--- src/rtl/adc_port_pkg.sv ---
package adc_port_pkg;
  localparam int WORD_W = 24;
  localparam int FIELD_W = 20;

  typedef struct packed {
    logic load;
    logic shift;
  } ctlStrobes_t;
endpackage

--- src/rtl/adc_port_datapath.sv ---
module adc_port_datapath
  import adc_port_pkg::*;
#(
  parameter int DATA_W = 20
) (
  input  logic              clk,
  input  logic              rstN,
  input  ctlStrobes_t       strobe,
  input  logic              ovrFlag,
  input  logic              oscFlag,
  input  logic [DATA_W-1:0] convData,
  output logic              msb
);
  localparam int PAD_W = FIELD_W - DATA_W;

  logic [WORD_W-1:0] packed_word;
  logic [WORD_W-1:0] shiftReg;

  generate
    if (PAD_W > 0) begin : g_padded
      assign packed_word = {1'b0, ovrFlag, oscFlag, 1'b0, {PAD_W{1'b0}}, convData};
    end else begin : g_full
      assign packed_word = {1'b0, ovrFlag, oscFlag, 1'b0, convData};
    end
  endgenerate

  always_ff @(posedge clk or negedge rstN) begin
    if (!rstN) shiftReg <= '0;
    else if (strobe.load) shiftReg <= packed_word;
    else if (strobe.shift) shiftReg <= {shiftReg[WORD_W-2:0], 1'b0};
  end

  assign msb = shiftReg[WORD_W-1];
endmodule

--- src/rtl/adc_port_ctrl.sv ---
module adc_port_ctrl
  import adc_port_pkg::*;
#(
  parameter int SLEEP_CYCLES = 20000,
  parameter int WAKE_CYCLES  = 1000,
  parameter int SETTLE_CONV  = 3
) (
  input  logic        clk,
  input  logic        rstN,
  input  logic        convDone,
  input  logic        csN,
  input  logic        sclkIn,
  output ctlStrobes_t strobe,
  output logic        holding,
  output logic        driveEn,
  output logic        sleeping,
  output logic        filtReset
);
  localparam int SLW = $clog2(SLEEP_CYCLES + 1);
  localparam int WKW = $clog2(WAKE_CYCLES + 1);
  localparam int BCW = $clog2(WORD_W + 1);
  localparam int STW = $clog2(SETTLE_CONV + 1);

  logic [1:0] sclkSync, csSync;
  logic sclkPrev;
  logic [SLW-1:0] hiCnt;
  logic [WKW-1:0] loCnt;
  logic [BCW-1:0] bitCnt;
  logic [STW-1:0] settleCnt;

  logic sclkS, csHigh, sclkFall, reading, settled;
  logic sleepNow, wakeNow, lastFall, abortRead;

  always_ff @(posedge clk or negedge rstN) begin
    if (!rstN) begin
      sclkSync <= '0;
      csSync   <= '1;
      sclkPrev <= 1'b0;
    end else begin
      sclkSync <= {sclkSync[0], sclkIn};
      csSync   <= {csSync[0], csN};
      sclkPrev <= sclkSync[1];
    end
  end

  assign sclkS     = sclkSync[1];
  assign csHigh    = csSync[1];
  assign driveEn   = !csHigh;
  assign sclkFall  = !sclkS && sclkPrev;
  assign reading   = holding && (bitCnt != '0);
  assign settled   = (settleCnt == STW'(SETTLE_CONV));
  assign sleepNow  = !sleeping && sclkS && (hiCnt == SLW'(SLEEP_CYCLES - 1));
  assign wakeNow   = sleeping && !sclkS && (loCnt == WKW'(WAKE_CYCLES - 1));
  assign abortRead = csHigh && reading;

  always_comb begin
    strobe.load  = convDone && !sleeping && settled && !reading && !sleepNow;
    strobe.shift = holding && !csHigh && sclkFall;
    lastFall     = strobe.shift && (bitCnt == BCW'(WORD_W - 1));
  end

  always_ff @(posedge clk or negedge rstN) begin
    if (!rstN) begin
      hiCnt <= '0;
      loCnt <= '0;
    end else begin
      if (!sclkS) hiCnt <= '0;
      else if (hiCnt != SLW'(SLEEP_CYCLES - 1)) hiCnt <= hiCnt + 1'b1;
      if (!sleeping || sclkS) loCnt <= '0;
      else if (loCnt != WKW'(WAKE_CYCLES - 1)) loCnt <= loCnt + 1'b1;
    end
  end

  always_ff @(posedge clk or negedge rstN) begin
    if (!rstN) begin
      sleeping  <= 1'b0;
      filtReset <= 1'b0;
      settleCnt <= '0;
    end else begin
      filtReset <= wakeNow;
      if (sleepNow) sleeping <= 1'b1;
      else if (wakeNow) sleeping <= 1'b0;
      if (wakeNow) settleCnt <= '0;
      else if (convDone && !sleeping && !settled) settleCnt <= settleCnt + 1'b1;
    end
  end

  always_ff @(posedge clk or negedge rstN) begin
    if (!rstN) begin
      holding <= 1'b0;
      bitCnt  <= '0;
    end else if (sleepNow) begin
      holding <= 1'b0;
      bitCnt  <= '0;
    end else if (strobe.load) begin
      holding <= 1'b1;
      bitCnt  <= '0;
    end else if (abortRead || lastFall) begin
      holding <= 1'b0;
      bitCnt  <= '0;
    end else if (strobe.shift) begin
      bitCnt <= bitCnt + 1'b1;
    end
  end
endmodule

--- src/rtl/adc_serial_port.sv ---
module adc_serial_port
  import adc_port_pkg::*;
#(
  parameter int DATA_W       = 20,
  parameter int SLEEP_CYCLES = 20000,
  parameter int WAKE_CYCLES  = 1000,
  parameter int SETTLE_CONV  = 3
) (
  input  logic              clk,
  input  logic              rstN,
  input  logic              convDone,
  input  logic              ovrFlag,
  input  logic              oscFlag,
  input  logic [DATA_W-1:0] convData,
  input  logic              csN,
  input  logic              sclkIn,
  output logic              sdoData,
  output logic              sdoEn,
  output logic              sleeping,
  output logic              filtReset
);
  ctlStrobes_t strobe;
  logic holding, msb;

  adc_port_ctrl #(
    .SLEEP_CYCLES(SLEEP_CYCLES),
    .WAKE_CYCLES (WAKE_CYCLES),
    .SETTLE_CONV (SETTLE_CONV)
  ) u_ctrl (
    .clk      (clk),
    .rstN     (rstN),
    .convDone (convDone),
    .csN      (csN),
    .sclkIn   (sclkIn),
    .strobe   (strobe),
    .holding  (holding),
    .driveEn  (sdoEn),
    .sleeping (sleeping),
    .filtReset(filtReset)
  );

  adc_port_datapath #(.DATA_W(DATA_W)) u_dp (
    .clk     (clk),
    .rstN    (rstN),
    .strobe  (strobe),
    .ovrFlag (ovrFlag),
    .oscFlag (oscFlag),
    .convData(convData),
    .msb     (msb)
  );

  assign sdoData = holding ? msb : 1'b1;
endmodule

--- config.mk ---
export PLATFORM = sky130hd
export DESIGN_NAME = adc_serial_port
export DESIGN_NICKNAME = d
export VERILOG_FILES = /design/src/rtl/adc_port_pkg.sv /design/src/rtl/adc_port_datapath.sv /design/src/rtl/adc_port_ctrl.sv /design/src/rtl/adc_serial_port.sv
export SDC_FILE = /design/constraint.sdc
export NUM_CORES = 1
export LEC_CHECK = 0
export BUFFER_PORTS_ARGS = -buffer_cell sky130_fd_sc_hd__buf_2
export CAP_MARGIN = 20
export CORE_MARGIN = 5
export CORE_UTILIZATION = 40
export DETAILED_ROUTE_END_ITERATION = 10
export SLEW_MARGIN = 30
export SYNTH_ARGS = -nofsm -noshare
export SYNTH_HDL_FRONTEND = slang
export SYNTH_SLANG_ARGS = --single-unit
--- constraint.sdc ---
create_clock -name clk -period 3 [get_ports clk]
set_input_delay 0.3 -clock clk [delete_from_list [all_inputs] [get_ports clk]]
set_output_delay 0.3 -clock clk [all_outputs]
set_load 0.005 [all_outputs]
After elaboration in Yosys (flattened, before gate mapping) --
Index checks and enable logic that the tools add are counted.
Operators by class: add/sub/neg operators 4, equal/unequal tests 7, multiplexer cells 18, reductions and logical operators 30
Operators with widths (count):
- 2-to-1 mux 24 bit | 2
- 2-to-1 mux 15 bit | 2
- 2-to-1 mux 10 bit | 2
- 2-to-1 mux 5 bit | 4
- adder 15 x 1 -> 15 bit, second input constant | 1
- equality test 15 bit, second input constant | 1
- logical AND 1 bit | 15
- inequality test 15 bit, second input constant | 1
- adder 10 x 1 -> 10 bit, second input constant | 1
- equality test 10 bit, second input constant | 1
- inequality test 10 bit, second input constant | 1
- nonzero test 2 bit | 4
- logical NOT 1 bit | 6
- 2-to-1 mux 1 bit | 6
- adder 5 x 1 -> 5 bit, second input constant | 1
- equality test 5 bit, second input constant | 1
- nonzero test 5 bit | 1
- 2-to-1 mux 2 bit | 2
- nonzero test 4 bit | 1
- nonzero test 3 bit | 1
- adder 2 x 1 -> 2 bit, second input constant | 1
- equality test 2 bit, second input constant | 1
- logical OR 1 bit | 2
- inequality test 2 bit, second input constant | 1
Storage, ports and cells: flip-flop bits (word level) 64, input port bits 27, output and inout bits 4, logic and storage cells 70

Depth between registers and ports, before layout --
Gate-level depths: netlist (run 1).
depth in word-level cells 8, gate-level depth with buffers 7

Hierarchy --
A second synthesis (run 1) with hierarchy kept.
Unflattened totals: cells, all modules 290, area total of the unflattened synthesis 3061.7 um^2
By module, submodules not included:
- adc_port_ctrl | instances 1, cells an instance 187, area each 1938.1 um^2, seq. area each 1003.5 um^2
- adc_port_datapath | instances 1, cells an instance 102, area each 1117.3 um^2, seq. area each 600.6 um^2
- adc_serial_port | instances 1, cells an instance 1, area each 6.3 um^2, seq. area each 0.0 um^2

Least setup slack after synthesis (run 1) --
OpenSTA, ideal clock, no wires.
path type register to register, from reg u_ctrl.bitCnt[0], to reg u_dp.shiftReg[10], library setup time 0.125 ns, data arrival time 1.832 ns, data required time 2.875 ns, slack 1.043 ns, cell stages (with the launch flop) 8, path buffers 1, period minus slack after synthesis 1.957 ns, cell sequence dfrtp_1 -> inv_1 -> ha_1 -> or4b_4 -> a21oi_4 -> nand2_2 -> buf_6 -> mux2_4
Between the ends: word-level cells in the longest chain between the ends 6
RTL lines:
- from (decl) | RTL line adc_port_ctrl.sv:28 | logic [BCW-1:0] bitCnt;
- from (signal assigned) | RTL line adc_port_ctrl.sv:102 | bitCnt <= bitCnt + 1'b1;
- nonzero test 5 bit (*) | RTL line adc_port_ctrl.sv:50 | assign reading = holding && (bitCnt != '0);
- logical AND 1 bit (*) | RTL line adc_port_ctrl.sv:50
- logical NOT 1 bit (*) | RTL line adc_port_ctrl.sv:57 | strobe.load = convDone && !sleeping && settled && !reading && !sleepNow;
- logical AND 1 bit (*) (2 in a row) | RTL line adc_port_ctrl.sv:57
- 2-to-1 mux 24 bit / nonzero test 2 bit (equally long branches)
- to (signal assigned) | RTL line adc_port_datapath.sv:29 | else if (strobe.load) shiftReg <= packed_word;
- to (signal assigned) | RTL line adc_port_datapath.sv:30 | else if (strobe.shift) shiftReg <= {shiftReg[WORD_W-2:0], 1'b0};
- to (decl) | RTL line adc_port_datapath.sv:17 | logic [WORD_W-1:0] shiftReg;
Every way passes the cells marked *; elsewhere a longest branch is shown, timed or not. A chain may end at the register's enable or synchronous reset.

Final worst setup path (run 1) --
from reg u_ctrl.bitCnt[0], to reg u_dp.shiftReg[3]
The elaborated chain is that of the path after synthesis.

==> metrics, run 1 <==
clk_lat worst skew=around 0.33 ns; leakage power=around 1.7 nW; Post-Syn Area per Cell=12.0 µm²; first-iteration detailed-routing DRC count=63; CTS clk-pin slew, worst paths=0.06 ns; gr usage total=between 10% and 20%; sequential share of the synthesized area=roughly 51%; Post-Route WL=5470 µm; Cell Pwr Density=734 nW/µm²; Critical R2R Launch=u_ctrl.bitCnt[0]$_DFFE_PN0P_; RSZ-0062 raised after global routing=no; number of synthesized flops with an enable pin=0; Slew headroom=52.1%; endpoints failing setup=0; CTS Buf Count=9; post-synth top area cell=dfrtp_1; die area=about 9800 µm²; worst reg-to-reg setup slack=0.62 ns; Fmax=around 420 MHz; Inserted Diodes=0; worst path required time=3.21 ns; largest net degree at the start of global routing=36; Die Width=approximately 99 µm; Top Ports=31; placed insts=389; top-count cell post-synth=dfrtp_1; vias in the first global route=2083; Min Hold Slack=0.0722 ns; Top FF cell, synth=dfrtp_1; Warnings, synthesis=0; area of the multi-input gates=~1500 µm²; max-slew violations=0; most frequent cells after synthesis=dfrtp_1, mux2_2, nor2_1; post-synth cell types=40; final worst slack=0.617 ns; final clock skew=0.0108 ns; fin nets=approximately 330; Layout Cells excl Fill=404; Max rail drop VDD=388 µV; critical path class=register to register; Tightest Hold Check Type=input port to register; Placement Setup Slack=0.607 ns; CP startpoint=u_ctrl.bitCnt[0]$_DFFE_PN0P_; nature of the critical path startpoint=register; vias per cell=4.97; Crit Reg-Reg Endpoint=u_dp.shiftReg[3]$_DFFE_PN0P_; Max clock buf depth=2; IO Port Bufs=30; clk sinks=64; setup bufs post-CTS=0; top post-synthesis cells by area=dfrtp_1, mux2_4, mux2_2, nor2_1, mux2i_1; synth-to-layout area growth=14.2%; Die H=99.1 µm; fin crit period=2.38 ns; Post-CTS Hold Buffers=1; drt first pass iters=4; ys async rst share=100%; Hold Violations, Final=0; hold endpoint=u_ctrl.csSync[0]$_DFF_PN1_; Worst Hold Launch=csN; fillcell total=approximately 700; Final ANT Viol Nets=0; worst hold path depth=1; share of cells above drive strength 1=roughly 32%; post-synthesis register bit count=64; total number of vias=around 2.0k; first-pass GRT wire length=about 9500 µm; max cap viols=0; post-synth design cell area=3180 µm²; worst path arrival time=between 2 and 3 ns; syn nets=296; Storage cell area=1600 µm²; Core Region=7730 µm²; final period utilization=79.4%; Synth top area share=between 40% and 50%; site row count=32; Sum Neg Setup Slack=0 ns; routability cong.=0.765; root buffer cell=clkbuf_8; worst-path fanout max=22; cells on worst reg2reg path=6; H-tree depth=3; Post-Synthesis Cells=264; status=finished clean; TritonCTS clock tree=built; Initial Util=41.1%; Worst-Margin Slew=0.717 ns; Post-route DRC=0; drt wl/cell=13.5 µm; # resized after CTS=0; total grt overflow=0; CP endpoint kind=register; dpl hpwl=3810 µm; initial antenna violation count=0
[how the worst max path moves through the flow]
| stage | depth (start not counted) | end |
|---|---|---|
| CTS | 6 | u_dp.shiftReg[22]$_DFFE_PN0P_ |
| finish | 6 | u_dp.shiftReg[3]$_DFFE_PN0P_ |
| global placement | 6 | u_dp.shiftReg[5]$_DFFE_PN0P_ |
| floorplan | 7 | u_dp.shiftReg[10]$_DFFE_PN0P_ |
| global route | 5 | u_dp.shiftReg[1]$_DFFE_PN0P_ |
| detailed placement | 6 | u_dp.shiftReg[16]$_DFFE_PN0P_ |
[cell families after synthesis]
kind of cell,share of synthesized area (%)
xor+xnor,4.41
buf+inv,2.40
fa+ha+maj,1.97
mux,20.1
compound gates,3.90
flops,50.5
simple gates,16.7
[through the flow]
| step | instance area, µm² | util, % | total power [W] |
|---|---|---|---|
| after CTS | 3630 | 46.9 | 0.00270 |
| after floorplan | 3180 | - | 0.00182 |
| after global placement | 3420 | 44.3 | 0.00193 |
| after detailed placement | 3420 | 44.3 | 0.00196 |
| after global routing | 3630 | 46.9 | 0.00283 |
| final | 3630 | 46.9 | 0.00266 |
[report_power, final]
group	internal (W)	leakage [nW]	switching (W)
Combinational	0.000493	0.738	0.000257
Clock	0.000419	0.0973	0.000311
Sequential	0.00107	0.824	0.000116
Total	0.00198	1.66	0.000684
[area by class of cell]
class,instances,area share [%]
Sequential cell,64,44.2
Timing Repair Buffer,34,5.04
Inverter,6,0.621
Tap cell,102,3.52
Clock inverter,3,1.17
Multi-Input combinational cell,184,41.2
Clock buffer,11,4.18
[layer usage]
metal  part of all wire [%]  track usage [%]
met5                      0                0
met4                    1.3             4.83
met3                    2.8             3.93
met2                     47             19.3
met1                     49             15.4
[worst max-delay path, stage by stage, from the launching register on]
cell and delay, ns:
dfrtp_1 0.42, inv_1 0.07, ha_1 0.13, or4b_4 0.49, a21oi_4 0.24, nand2_2 0.44
mux2_4 0.45
[flip-flops by register name (all words and copies together), names as in the netlist]
register and cells:
u_dp.shiftReg 24, u_ctrl.hiCnt 15, u_ctrl.loCnt 10, u_ctrl.bitCnt 5, u_ctrl.csSync 2, u_ctrl.sclkSync 2
u_ctrl.settleCnt 2, u_ctrl.filtReset 1, u_ctrl.holding 1, u_ctrl.sclkPrev 1, u_ctrl.sleeping 1
[cell usage in the layout (no fill, tap or decap), types with 4 or more instances in the layout]
master / count
xnor2_1: 7
nand2_1: 11
buf_2: 30
dfrtp_1: 62
clkbuf_8: 11
a31oi_1: 4
ha_1: 5
nand4_1: 10
nor2_1: 22
nor3_1: 6
nand3_1: 10
inv_1: 6
nand2b_1: 6
mux2_2: 23
mux2_4: 20
mux2i_1: 8
a21oi_1: 6
xor2_1: 9
(Power assumes the default switching activity.)
==> inputs of run 2 (changes only) <==
==> constraint.sdc (replaced) <==
create_clock -name clk -period 2.27 [get_ports clk]
set_input_delay 0.227 -clock clk [delete_from_list [all_inputs] [get_ports clk]]
set_output_delay 0.227 -clock clk [all_outputs]
set_load 0.005 [all_outputs]
==> run 2 against run 1 <==
Compared with the run above: clock power grew 18%; first-iteration DRC count is 1.6% lower; final area rose by 2.0%; final cell count increased by 2.0%; combinational power up 36%; die area unchanged; maximum frequency increased by 16%; worst setup slack got worse by 0.39 ns; register-to-register slack lost 0.39 ns; utilization increased by 0.96 points.
==> metrics, run 2 (same netlist as run 1, synthesis figures left out) <==
first-iteration detailed-routing DRC count=62; CP peak stage delay=0.40 ns; Die H=99.1 µm; largest registers=u_dp.shiftReg (24), u_ctrl.hiCnt (15), u_ctrl.loCnt (10); Tightest Hold Check Type=input port to register; Min Hold Slack=0.116 ns; Max rail drop VDD=551 µV; internal power=0.00253 W; cells on worst reg2reg path=6; Hold Violations, Final=0; Sw Pwr=0.000922 W; share of cells above drive strength 1=33.2%; Final ANT Viol Nets=0; fin nets=338; Inserted Diodes=0; CTS clk-pin slew, worst paths=0.07 ns; vias in the first global route=2089; Critical R2R Launch=u_ctrl.hiCnt[0]$_DFFE_PN0P_; H-tree depth=3; worst path required time=2.49 ns; synth-to-layout area growth=16.5%; CP max-delay cell=dfrtp_1; Top Ports=31; gr usage total=12.1%; root buffer cell=clkbuf_8; Post-Route WL=5530 µm; largest net degree at the start of global routing=42; max cap viols=0; clk sinks=between 60 and 70; site row count=32; setup bufs post-CTS=0; max reg flops=24; most frequent cells in the layout=dfrtp_1, buf_2, mux2_2, nor2_1, mux2_4; TritonCTS clock tree=built; sw frac=26.7%; fillcell total=712; endpoints failing setup=0; Largest Register=u_dp.shiftReg; vias per cell=5.07; clk_lat worst skew=0.34 ns; Initial Util=41.1%; routability cong.=0.774; max-slew violations=0; worst reg-to-reg setup slack=0.22 ns; Fmax=489 MHz; clock power share=25.1%; Sum Neg Setup Slack=0 ns; Die Width=99.1 µm; Placed Area=3500 µm²; Max clock buf depth=2; final period utilization=90.2%; drt first pass iters=4; status=finished clean; dpl hpwl=3800 µm; Cell Chain, Critical Path=ha_1, nor4bb_1, nand4_1, nand2_2, buf_12, mux2_2; die area=9820 µm²; IO Port Bufs=30; hold endpoint=u_dp.shiftReg[16]$_DFFE_PN0P_; Worst Hold Launch=convData[16]; Core Region=7730 µm²; Comb power frac=between 20% and 30%; Cell Pwr Density=932 nW/µm²; RSZ-0062 raised after global routing=no; fin crit period=2.05 ns; nature of the critical path startpoint=register; Slew headroom=between 60% and 70%; CP endpoint kind=register; worst path arrival time=approximately 2.3 ns; Util after Layout=47.9%; design area=3700 µm²; commonest non-fill, non-tap cell in the layout=dfrtp_1; total grt overflow=0; Post-route DRC=0; first-pass GRT wire length=9540 µm; final clock skew=~0.0077 ns; Worst-Margin Slew=~0.56 ns; CTS Buf Count=9; critical path class=register to register; total number of vias=2088; worst hold path depth=2; sequential share of power=45.3%; drt wl/cell=13.4 µm; leakage power=1.70 nW; initial antenna violation count=0; Crit Reg-Reg Endpoint=u_dp.shiftReg[1]$_DFFE_PN0P_; worst-path fanout max=22
-- run 2: cell count changes in the layout (fill, tap and decap cells not counted), sizes merged --
cell         delta
dlygate4sd3     +2
buf             +5
clkbuf          +1
clkinv          +1
bufinv          -1
-- run 2: cell type report --
cell class	instances	area [µm²]	share of cell area, %
clock buffer	12	155	4.19
multi-input combinational	184	1500	40.4
inverter	6	22.5	0.609
tap	102	128	3.45
sequential	64	1600	43.4
clock inverter	3	17.5	0.473
timing repair buffer	41	278	7.51
-- run 2: timing repair --
action / 4_1_cts / 5_1_grt
gates resized for setup: 0 / 0
endpoints found under the hold margin: 23 / 0
hold buffers: 3 / 0
-- run 2: worst max-delay path, delay by kind of cell, from the launching register on --
kind | cells | cell delay [ns]
buf+inv | 1 | 0.21
flops | 1 | 0.40
fa+ha+maj | 1 | 0.24
simple gates | 3 | 0.74
mux | 1 | 0.35
-- run 2: power by group through the flow --
stage               Clock (W)  Sequential (W)  Combinational (W)
global placement            0         0.00157           0.000999
CTS                  0.000894         0.00156            0.00104
detailed placement          0         0.00158            0.00103
floorplan                   0         0.00153           0.000868
global route         0.000945         0.00160            0.00112
finish               0.000865         0.00156            0.00102
-- run 2: stage by stage --
step / worst slack [ns] / cells / total power (W)
finish: 0.224 / 412 / 0.00345
global route: 0.0585 / 412 / 0.00366
CTS: 0.179 / 412 / 0.00349
detailed placement: 0.193 / 394 / 0.00261
global placement: 0.257 / 394 / 0.00257
floorplan: 0.313 / 264 / 0.00240
-- run 2: routing by layer --
layer,global-route usage (%),up-vias,routed length [µm]
li1,-,1028,-
met1,14.4,1014,2560
met2,20.2,36,2660
met3,3.02,10,178
met4,6.41,0,135
met5,0,-,0
-- run 2: worst max-delay path by stage --
stage                                       from                            end  slack, ns
floorplan           u_ctrl.bitCnt[0]$_DFFE_PN0P_  u_dp.shiftReg[10]$_DFFE_PN0P_       0.31
global placement     u_ctrl.hiCnt[0]$_DFFE_PN0P_   u_dp.shiftReg[1]$_DFFE_PN0P_       0.26
detailed placement   u_ctrl.hiCnt[0]$_DFFE_PN0P_   u_dp.shiftReg[0]$_DFFE_PN0P_       0.19
CTS                  u_ctrl.hiCnt[0]$_DFFE_PN0P_   u_dp.shiftReg[1]$_DFFE_PN0P_       0.18
global route         u_ctrl.hiCnt[0]$_DFFE_PN0P_   u_dp.shiftReg[0]$_DFFE_PN0P_       0.06
finish               u_ctrl.hiCnt[0]$_DFFE_PN0P_   u_dp.shiftReg[1]$_DFFE_PN0P_       0.22
==> inputs of run 3 (changes only) <==
--- a/config.mk
+++ b/config.mk
@@ -10,6 +10,7 @@
 export CORE_MARGIN = 5
 export CORE_UTILIZATION = 40
 export DETAILED_ROUTE_END_ITERATION = 10
+export REMOVE_ABC_BUFFERS = 1
 export SLEW_MARGIN = 30
 export SYNTH_ARGS = -nofsm -noshare
 export SYNTH_HDL_FRONTEND = slang
==> run 3 against run 2 <==
Compared with the run above: first-iteration DRC count shrank 6.5%; critical path depth grew 1; wire length grew 3.9%; final area up 1.5%; die area did not move; critical path type unchanged; critical endpoint is now u_dp.shiftReg[7]$_DFFE_PN0P_; largest cell class unchanged.
==> metrics, run 3 (same netlist as run 1, synthesis figures left out) <==
commonest non-fill, non-tap cell in the layout=dfrtp_1; Max rail drop VDD=405 µV; CP peak stage delay=0.49 ns; dpl hpwl=3950 µm; Final ANT Viol Nets=0; RSZ-0062 raised after global routing=no; final clock skew=0.00904 ns; worst reg-to-reg setup slack=0.17 ns; sequential share of power=42.5%; Core Region=7730 µm²; clk sinks=64; site row count=32; Setup crit end=u_dp.shiftReg[7]$_DFFE_PN0P_; share of cells above drive strength 1=33.5%; IO Port Bufs=30; WP depth=7; fin nets=338; vias in the first global route=2137; worst-path fanout max=22; setup bufs post-CTS=0; endpoints failing setup=0; drt wl/cell=14.0 µm; drt first pass iters=4; Worst-Margin Slew=0.621 ns; sw frac=25.1%; max cap viols=0; CP endpoint kind=register; Crit Reg-Reg Endpoint=u_dp.shiftReg[7]$_DFFE_PN0P_; most frequent cells in the layout=dfrtp_1, buf_2, mux2_2, nor2_1, mux2_4; nature of the critical path startpoint=register; Most Crowded Layer GR=met2; placed insts=between 300 and 400; Worst Path Buf+Inv=2; Sw Pwr=0.000921 W; internal power=0.00275 W; clk_lat worst skew=0.33 ns; largest registers=u_dp.shiftReg (24), u_ctrl.hiCnt (15), u_ctrl.loCnt (10); max reg flops=24; Inserted Diodes=0; Post-Route WL=5750 µm; total number of vias=2086; first-iteration detailed-routing DRC count=58; worst hold path depth=2; die area=9820 µm²; total grt overflow=0; cells on worst reg2reg path=7; clock power share=29.5%; Critical R2R Launch=u_ctrl.bitCnt[0]$_DFFE_PN0P_; met3 usage=2.24%; gr usage total=12.7%; first-pass GRT wire length=10100 µm; root buffer cell=clkbuf_8; met1 Track Usage GR=16.3%; Comb power frac=28.0%; final period utilization=92.3%; Initial Util=around two fifths; Cell Chain, Critical Path=inv_1, ha_1, or4b_4, a21oi_4, nand2_2, buf_12, mux2_4; GR Layer Usage met2=just over 20%; synth-to-layout area growth=18.2%; status=finished clean; CP max-delay cell=or4b_4; cell family with most CP delay=simple AND/OR/NAND/NOR gates; H-tree depth=3; Fmax=477 MHz; CTS clk-pin slew, worst paths=about 0.070 ns; CTS Buf Count=9; Slew headroom=58.6%; fillcell total=around 700; Hold Violations, Final=0; fin crit period=around 2.1 ns; largest net degree at the start of global routing=40; max-slew violations=0; Largest Register=u_dp.shiftReg; TritonCTS clock tree=built; Cell Pwr Density=979 nW/µm²; Post-route DRC=0; critical path class=register to register; Layout Cells excl Fill=412; Sum Neg Setup Slack=0 ns; vias per cell=5.06; leakage power=1.72 nW; Die H=99.1 µm; Tightest Hold Check Type=input port to register; worst path arrival time=2.30 ns; initial antenna violation count=0; Top Ports=31; routability cong.=0.779; CP startpoint=u_ctrl.bitCnt[0]$_DFFE_PN0P_; Max clock buf depth=2; worst path required time=about 2.5 ns; Die Width=99.1 µm
run 3: cell count changes in the layout (fill, tap and decap cells not counted), sizes merged:
cell / previous run / this run
bufinv: 0 / 2
clkinv: 2 / 1
clkinvlp: 1 / 0
run 3: what timing repair did:
item	in CTS	in global routing
hold buffers	3	0
resized for setup	0	1
endpoints found under the hold margin	25	0
endpoints found under the setup margin	0	2
run 3: power groups by stage:
stage | Clock (W) | Sequential (W) | Combinational [W]
after detailed placement | 0 | 0.00159 | 0.00103
after floorplan | 0 | 0.00153 | 0.000844
after global placement | 0 | 0.00157 | 0.000997
after CTS | 0.00111 | 0.00156 | 0.00105
after global routing | 0.00116 | 0.00160 | 0.00113
final | 0.00108 | 0.00156 | 0.00103
run 3: worst min path at each step:
| stage | endpoint | startpoint | slack, ns |
|---|---|---|---|
| 5_1_grt | u_dp.shiftReg[14]$_DFFE_PN0P_ | convData[14] | 0.10 |
| 2_1_floorplan | u_ctrl.bitCnt[0]$_DFFE_PN0P_ | rstN | -0.07 |
| 6_report | u_dp.shiftReg[15]$_DFFE_PN0P_ | convData[15] | 0.12 |
| 3_3_place_gp | u_ctrl.loCnt[1]$_DFFE_PN0N_ | rstN | 0.27 |
| 3_5_place_dp | u_ctrl.loCnt[1]$_DFFE_PN0N_ | rstN | 0.28 |
| 4_1_cts | u_dp.shiftReg[14]$_DFFE_PN0P_ | convData[14] | 0.10 |
run 3: per-layer routing:
layer / up-vias / wire length [µm]
met4: 0 / 100
met1: 1020 / 2770
met3: 9 / 105
met2: 25 / 2770
met5: - / 0
li1: 1032 / -
run 3: area by class of cell:
class / instances / area, µm² / area share (%)
clock buffers: 12 / 155 / 4.13
multi-input cells: 184 / 1500 / 40.0
well taps: 102 / 128 / 3.40
flip-flops and latches: 64 / 1600 / 42.7
repair buffers: 41 / 278 / 7.40
inverters: 6 / 22.5 / 0.600
clock inverters: 3 / 65.1 / 1.73
run 3: metrics by stage:
stage | setup slack [ns] | util [%] | instance area, µm² | hold WS [ns] | total power, W
after floorplan | 0.104 | - | 3120 | -0.0686 | 0.00238
after global placement | 0.240 | 45.3 | 3500 | 0.270 | 0.00257
after detailed placement | 0.173 | 45.3 | 3500 | 0.275 | 0.00262
after CTS | 0.160 | 48.5 | 3750 | 0.104 | 0.00372
after global routing | 0.0568 | 48.6 | 3750 | 0.104 | 0.00389
final | 0.174 | 48.6 | 3750 | 0.123 | 0.00367
